[src/rtl/adc_cap_pkg.sv]
// Shared types for the converter capture block.
// Assumes nothing beyond plain SystemVerilog packages.
package adc_cap_pkg;
    // Read strobe sequencer states
    typedef enum logic {
        ST_IDLE = 1'b0,
        ST_READ = 1'b1
    } strobe_state_t;

    // Source of a blanking counter reload
    typedef enum logic [1:0] {
        LD_NONE   = 2'd0,
        LD_PWR    = 2'd1,
        LD_RESYNC = 2'd2
    } load_src_t;
endpackage

[src/rtl/adc_cap_edge.sv]
// Synchronises the converter's active-low data-ready line and flags its
// falling edge for one clock. Assumes the line idles high.
module adc_cap_edge #(
    parameter int STAGES = 2
) (
    input  logic clk,
    input  logic rst_n,
    input  logic rdy_n,
    output logic fall
);
    logic [STAGES-1:0] chain;
    logic              prev;

    genvar g;
    generate
        for (g = 0; g < STAGES; g++) begin : g_sync
            // One synchroniser stage
            always_ff @(posedge clk) begin
                if (!rst_n) chain[g] <= 1'b1;
                else if (g == 0) chain[g] <= rdy_n;
                else chain[g] <= chain[(g == 0) ? 0 : g-1];
            end
        end
    endgenerate

    // Delayed copy of the synchronised level for edge detection
    always_ff @(posedge clk) begin
        if (!rst_n) prev <= 1'b1;
        else        prev <= chain[STAGES-1];
    end

    assign fall = prev & ~chain[STAGES-1];
endmodule

[src/rtl/adc_cap_blank.sv]
// Settling blanking counter. Reloads on power-down (held while off) and on
// resync events (sync pulse or rate change) with the count for the current
// mode, then counts down one per data-ready fall. Samples are kept only when
// the count is already zero and no reload is pending.
module adc_cap_blank
    import adc_cap_pkg::*;
#(
    parameter int N_NORM = 55,
    parameter int N_DBL  = 13,
    parameter int N_PWR  = 100
) (
    input  logic clk,
    input  logic rst_n,
    input  logic pwr_on,
    input  logic resync,
    input  logic dbl_rate,
    input  logic fall,
    output logic settled,
    output logic keep
);
    localparam int MAX_A = (N_NORM > N_DBL) ? N_NORM : N_DBL;
    localparam int MAX_N = (MAX_A > N_PWR) ? MAX_A : N_PWR;
    localparam int CW    = $clog2(MAX_N + 1);

    logic [CW-1:0] cnt;
    load_src_t     src;

    // Pick the reload source; power-down wins over a resync
    always_comb begin
        if (!pwr_on)     src = LD_PWR;
        else if (resync) src = LD_RESYNC;
        else             src = LD_NONE;
    end

    // Blanking count: reload or step down on each data-ready fall
    always_ff @(posedge clk) begin
        if (!rst_n) begin
            cnt <= CW'(N_PWR);
        end else begin
            case (src)
                LD_PWR:    cnt <= CW'(N_PWR);
                LD_RESYNC: cnt <= dbl_rate ? CW'(N_DBL) : CW'(N_NORM);
                default:   if (fall && cnt != '0) cnt <= cnt - 1'b1;
            endcase
        end
    end

    assign settled = (cnt == '0);
    assign keep    = fall && settled && (src == LD_NONE);

    // settled only drops through a reload
    assert_settle_hold_R4: assert property (@(posedge clk) disable iff (!rst_n)
        (settled && pwr_on && !resync) |=> settled);
    // any reload leaves the block unsettled on the next cycle
    assert_reload_clears_R7: assert property (@(posedge clk) disable iff (!rst_n)
        (!pwr_on || resync) |=> !settled);
endmodule

[src/rtl/adc_cap_strobe.sv]
// Read strobe and capture. On an accepted fall it drives chip-select and
// read-enable low for one clock, then latches word and flag and pulses valid.
// Assumes accepted falls are at least two clocks apart.
module adc_cap_strobe
    import adc_cap_pkg::*;
#(
    parameter int DW = 16
) (
    input  logic          clk,
    input  logic          rst_n,
    input  logic          keep,
    input  logic [DW-1:0] bus_data,
    input  logic          bus_ovr,
    output logic          cs_n,
    output logic          en_n,
    output logic          valid,
    output logic [DW-1:0] data,
    output logic          ovr
);
    strobe_state_t st;

    // Strobe sequencer and output latch
    always_ff @(posedge clk) begin
        if (!rst_n) begin
            st    <= ST_IDLE;
            cs_n  <= 1'b1;
            en_n  <= 1'b1;
            valid <= 1'b0;
            data  <= '0;
            ovr   <= 1'b0;
        end else begin
            valid <= 1'b0;
            case (st)
                ST_IDLE: if (keep) begin
                    cs_n <= 1'b0;
                    en_n <= 1'b0;
                    st   <= ST_READ;
                end
                default: begin
                    data  <= bus_data;
                    ovr   <= bus_ovr;
                    valid <= 1'b1;
                    cs_n  <= 1'b1;
                    en_n  <= 1'b1;
                    st    <= ST_IDLE;
                end
            endcase
        end
    end

    // the strobe lasts exactly one clock
    assert_strobe_single_R2: assert property (@(posedge clk) disable iff (!rst_n)
        !cs_n |=> cs_n);
    // valid always follows a strobe cycle
    assert_valid_after_strobe_R3: assert property (@(posedge clk) disable iff (!rst_n)
        valid |-> $past(!cs_n && !en_n));
endmodule

[src/rtl/adc_cap_syncgen.sv]
// Sync pulse generator. A request while idle starts a pulse of LEN clocks;
// the output flop runs on the falling clock edge so the converter sees the
// release there. Requests during a pulse are dropped.
module adc_cap_syncgen #(
    parameter int LEN = 4
) (
    input  logic clk,
    input  logic rst_n,
    input  logic req,
    output logic active,
    output logic sync_n
);
    localparam int CW = $clog2(LEN + 1);

    logic [CW-1:0] cnt;

    // Pulse length counter
    always_ff @(posedge clk) begin
        if (!rst_n)                   cnt <= '0;
        else if (cnt != '0)           cnt <= cnt - 1'b1;
        else if (req)                 cnt <= CW'(LEN);
    end

    assign active = (cnt != '0);

    // Falling-edge output register for the sync line
    always_ff @(negedge clk) begin
        if (!rst_n) sync_n <= 1'b1;
        else        sync_n <= ~active;
    end

    // no pulse starts without a request
    assert_sync_idle_R8: assert property (@(posedge clk) disable iff (!rst_n)
        (!active && !req) |=> !active);
    // a running pulse is not cut short
    assert_sync_run_R8: assert property (@(posedge clk) disable iff (!rst_n)
        (cnt > 1) |=> active);
endmodule

[src/rtl/adc_capture.sv]
// Top of the converter capture block: data-ready edge detection, settling
// blanking, read strobe with capture, and sync pulse generation. Assumes
// the converter runs from the same clock as this block.
module adc_capture #(
    parameter int DW       = 16,
    parameter int STAGES   = 2,
    parameter int N_NORM   = 55,
    parameter int N_DBL    = 13,
    parameter int N_PWR    = 100,
    parameter int SYNC_LEN = 4
) (
    input  logic          clk,
    input  logic          rst_n,
    input  logic          rdy_n,
    input  logic [DW-1:0] bus_data,
    input  logic          bus_ovr,
    input  logic          dbl_rate,
    input  logic          pwr_on,
    input  logic          sync_req,
    output logic          rd_cs_n,
    output logic          rd_en_n,
    output logic          cnv_sync_n,
    output logic          smp_valid,
    output logic [DW-1:0] smp_data,
    output logic          smp_ovr,
    output logic          settled
);
    logic fall, fall_ok, keep, sync_act, mode_q, resync;

    // Remembered rate mode for change detection
    always_ff @(posedge clk) begin
        if (!rst_n) mode_q <= dbl_rate;
        else        mode_q <= dbl_rate;
    end

    assign fall_ok = fall && !sync_act;
    assign resync  = sync_act || (dbl_rate != mode_q);

    adc_cap_edge #(.STAGES(STAGES)) u_edge (
        .clk(clk), .rst_n(rst_n), .rdy_n(rdy_n), .fall(fall)
    );

    adc_cap_blank #(.N_NORM(N_NORM), .N_DBL(N_DBL), .N_PWR(N_PWR)) u_blank (
        .clk(clk), .rst_n(rst_n), .pwr_on(pwr_on), .resync(resync),
        .dbl_rate(dbl_rate), .fall(fall_ok), .settled(settled), .keep(keep)
    );

    adc_cap_strobe #(.DW(DW)) u_strobe (
        .clk(clk), .rst_n(rst_n), .keep(keep), .bus_data(bus_data),
        .bus_ovr(bus_ovr), .cs_n(rd_cs_n), .en_n(rd_en_n),
        .valid(smp_valid), .data(smp_data), .ovr(smp_ovr)
    );

    adc_cap_syncgen #(.LEN(SYNC_LEN)) u_sync (
        .clk(clk), .rst_n(rst_n), .req(sync_req),
        .active(sync_act), .sync_n(cnv_sync_n)
    );

    // valid is a single-clock pulse
    assert_valid_pulse_R3: assert property (@(posedge clk) disable iff (!rst_n)
        smp_valid |=> !smp_valid);
    // no read strobe follows while the sync line is low
    assert_no_read_in_sync_R10: assert property (@(posedge clk) disable iff (!rst_n)
        !cnv_sync_n |=> rd_cs_n);
endmodule

[config.mk]
export PLATFORM = sky130hd
export DESIGN_NAME = adc_capture
export DESIGN_NICKNAME = d
export VERILOG_FILES = /design/src/rtl/adc_cap_pkg.sv /design/src/rtl/adc_cap_edge.sv /design/src/rtl/adc_cap_blank.sv /design/src/rtl/adc_cap_strobe.sv /design/src/rtl/adc_cap_syncgen.sv /design/src/rtl/adc_capture.sv
export SDC_FILE = /design/constraint.sdc
export NUM_CORES = 1
export LEC_CHECK = 0
export ABC_AREA = 0
export CORE_ASPECT_RATIO = 1.4
export CORE_MARGIN = 5
export CORE_UTILIZATION = 40
export CTS_CLUSTER_DIAMETER = 30
export DETAILED_ROUTE_END_ITERATION = 12
export DONT_BUFFER_PORTS = 1
export PLACE_DENSITY = 0.53
export SYNTH_ARGS = -nofsm -noshare
export SYNTH_HDL_FRONTEND = slang
export SYNTH_SLANG_ARGS = --single-unit
[constraint.sdc]
create_clock -name clk -period 2.6 [get_ports clk]
set_input_delay 0.13 -clock clk [delete_from_list [all_inputs] [get_ports clk]]
set_output_delay 0.13 -clock clk [all_outputs]
set_load 0.01 [all_outputs]
==> impl_metrics.env <==
export IMPL_antenna_cells=0
export IMPL_detail_route_wl_per_cell_um=14.5
export IMPL_root_buffer="clkbuf_8"
export IMPL_fin_nets=185
export IMPL_area_growth_syn_to_layout_pct=18.7
export IMPL_ctsResizeCount=0
export IMPL_clkLatencyLatePin_ns=0.33
export IMPL_std_cell_rows=25
export IMPL_stdcell_count=201
export IMPL_power_frac_comb=0.094
export IMPL_setup_viol=0
export IMPL_crit_arrival_ns=1.98
export IMPL_die_y_um=80.9
export IMPL_cts_max_level=2
export IMPL_seq_area_frac_synth=0.488
export IMPL_first_iter_violations=32
export IMPL_post_place_cells=179
export IMPL_synth_edf_count=0
export IMPL_overflow=0
export IMPL_synth_warnings=0
export IMPL_io_buffers=0
export IMPL_clkPwrFrac=0.385
export IMPL_cellInternalPower_mw=0.851
export IMPL_groute_usage_overall=0.137
export IMPL_vias=1058
export IMPL_synth_ff_type="dfxtp_1"
export IMPL_grt_pass1_vias=1112
export IMPL_grt_pass1_wl_um=5020
export IMPL_die_w_um=60.6
export IMPL_ant_nets=0
export IMPL_synthTopCellsByArea="dfxtp_1 49%, mux2i_1 13%, nor2_1 6.3%"
export IMPL_outcome="finished clean"
export IMPL_vdd_ir_drop_max_mv=0.337
export IMPL_yosys_area_top_type="dfxtp_1"
export IMPL_postCtsHoldBufs=14
export IMPL_finalSetupTns_ns=0
export IMPL_grt_max_degree=22
export IMPL_cts_sinks=35
export IMPL_p_sw_mw=0.250
export IMPL_drv_cap=0
export IMPL_drive_gt1_frac=0.0932
export IMPL_slew_viol_final=0
export IMPL_power_leakage_nw=0.610
export IMPL_synthMostInstantiatedCell="dfxtp_1"
export IMPL_postSynthCellCount=143
export IMPL_clock_skew_ns=0.0606
export IMPL_synth_nets=168
export IMPL_cts_tree="done"
export IMPL_clkTransAtPathRegs_ns=0.07
export IMPL_async_reset_ff_frac=0
export IMPL_firstDrtPassIters=4
export IMPL_place_congestion=0.731
export IMPL_wl_um=2920
export IMPL_cp_end_kind="output port"
export IMPL_syn_avg_cell_area_um2=10.0
export IMPL_pin_count=45
export IMPL_start_util=0.421
export IMPL_critPathMaxFanout=1
export IMPL_power_mw=1.10
export IMPL_route_detailed_drc=0
export IMPL_cp_start_kind="flop"
export IMPL_power_share_switching=0.227
export IMPL_slew_headroom=0.585
export IMPL_power_frac_seq=0.521
export IMPL_hold_violations=0
export IMPL_yosys_register_bits=35
export IMPL_required_ns=2.47
export IMPL_post_cts_buffers=0
export IMPL_vias_per_cell=5.26
export IMPL_path_class="flop to output port"
export IMPL_rsz0062_at_grt="no"
export IMPL_yosysUniqueCellTypes=40
export IMPL_hold_path_class="input port to flop"
export IMPL_powerDensity_mw_per_mm2=646
export IMPL_yosysTopAreaCellShare=0.488
export IMPL_dp_hpwl_um=2060
export IMPL_syn_area_mm2=0.00144
export IMPL_numCtsBuffers=5
export IMPL_fp_coreArea_mm2=0.00341
export IMPL_antenna_found_initial=0
export IMPL_clk_path_buf_depth=2
export IMPL_die_area_mm2=0.00490
export IMPL_worst_pin_slew_ns=0.622
export IMPL_synthTopCellsByCount="35 x dfxtp_1, 24 x nor2_1, 18 x mux2i_1"
-- flip-flops by register name (all words and copies together), names as in the netlist --
| register | cells |
|---|---|
| u_strobe.data | 16 |
| u_blank.cnt | 7 |
| u_sync.cnt | 3 |
| u_edge.chain | 2 |
| mode_q | 1 |
| u_edge.prev | 1 |
| u_strobe.cs_n | 1 |
| u_strobe.ovr | 1 |
| u_strobe.st | 1 |
| u_strobe.valid | 1 |
| u_sync.sync_n | 1 |
-- final timing paths --
| check | from | endpoint | slack (ns) | depth (start not counted) |
|---|---|---|---|---|
| hold / removal | bus_ovr | u_strobe.ovr | 0.007 | 2 |
| hold reg to reg | u_edge.chain[0] | u_edge.chain[1] | 0.41 | 1 |
| setup / recovery | u_sync.sync_n | cnv_sync_n | 0.49 | 0 |
| setup reg to reg | u_sync.cnt[1] | u_sync.sync_n | 0.55 | 2 |
-- power groups by stage --
stage | Sequential, mW | Clock, mW | Combinational (mW)
3_3_place_gp | 0.584 | 0.00481 | 0.0846
5_1_grt | 0.577 | 0.468 | 0.117
3_5_place_dp | 0.586 | 0.00481 | 0.0862
4_1_cts | 0.574 | 0.448 | 0.105
6_report | 0.574 | 0.423 | 0.103
2_1_floorplan | 0.582 | 0.00481 | 0.0689
-- layer usage --
metal / vias to the layer above / GRT usage / part of all wire
li1: 525 / - / -
met3: 10 / 0.0556 / 0.081
met1: 485 / 0.134 / 0.37
met4: 0 / 0.0716 / 0.030
met5: - / 0 / 0
met2: 38 / 0.240 / 0.52
-- cell usage in the layout (no fill, tap or decap), types with 2 or more instances in the layout --
master and count:
ha_1 2, inv_1 6, nand2_1 6, clkbuf_8 7
buf_4 2, o21ai_0 2, nor3b_1 2, nand2b_1 4
dlygate4sd3_1 14, nor3_1 4, o21bai_1 2, a21oi_1 5
nor2_1 24, dfxtp_1 35, xnor2_1 4, mux2i_1 18
-- cell type report --
type | count | area [um^2]
Sequential cell | 35 | 701
Timing Repair Buffer | 16 | 155
Inverter | 5 | 18.8
Tap cell | 40 | 50.0
Clock inverter | 1 | 3.75
Fill cell | 310 | 1710
Clock buffer | 8 | 100
Multi-Input combinational cell | 96 | 676
-- cell families (layout without fill, tap and decap cells) --
| family | after synthesis | in the layout | synth area share |
|---|---|---|---|
| simple gates | 53 | 53 | 0.201 |
| flops | 35 | 35 | 0.488 |
| compound gates | 19 | 19 | 0.103 |
| mux | 18 | 18 | 0.126 |
| buf+inv | 12 | 30 | 0.0410 |
| xor+xnor | 4 | 4 | 0.0244 |
| fa+ha+maj | 2 | 2 | 0.0174 |
-- per-stage QoR --
stage | hold WS [ns] | worst slack (ns) | util | instance area (um^2)
after floorplan | 0.158 | 0.360 | - | 1440
after global placement | 0.159 | 0.555 | 0.429 | 1460
after detailed placement | 0.159 | 0.524 | 0.429 | 1460
after CTS | 0.0000963 | 0.468 | 0.500 | 1700
after global routing | 0.0146 | 0.427 | 0.500 | 1700
final | 0.00698 | 0.488 | 0.500 | 1700
(Power assumes the default switching activity.)
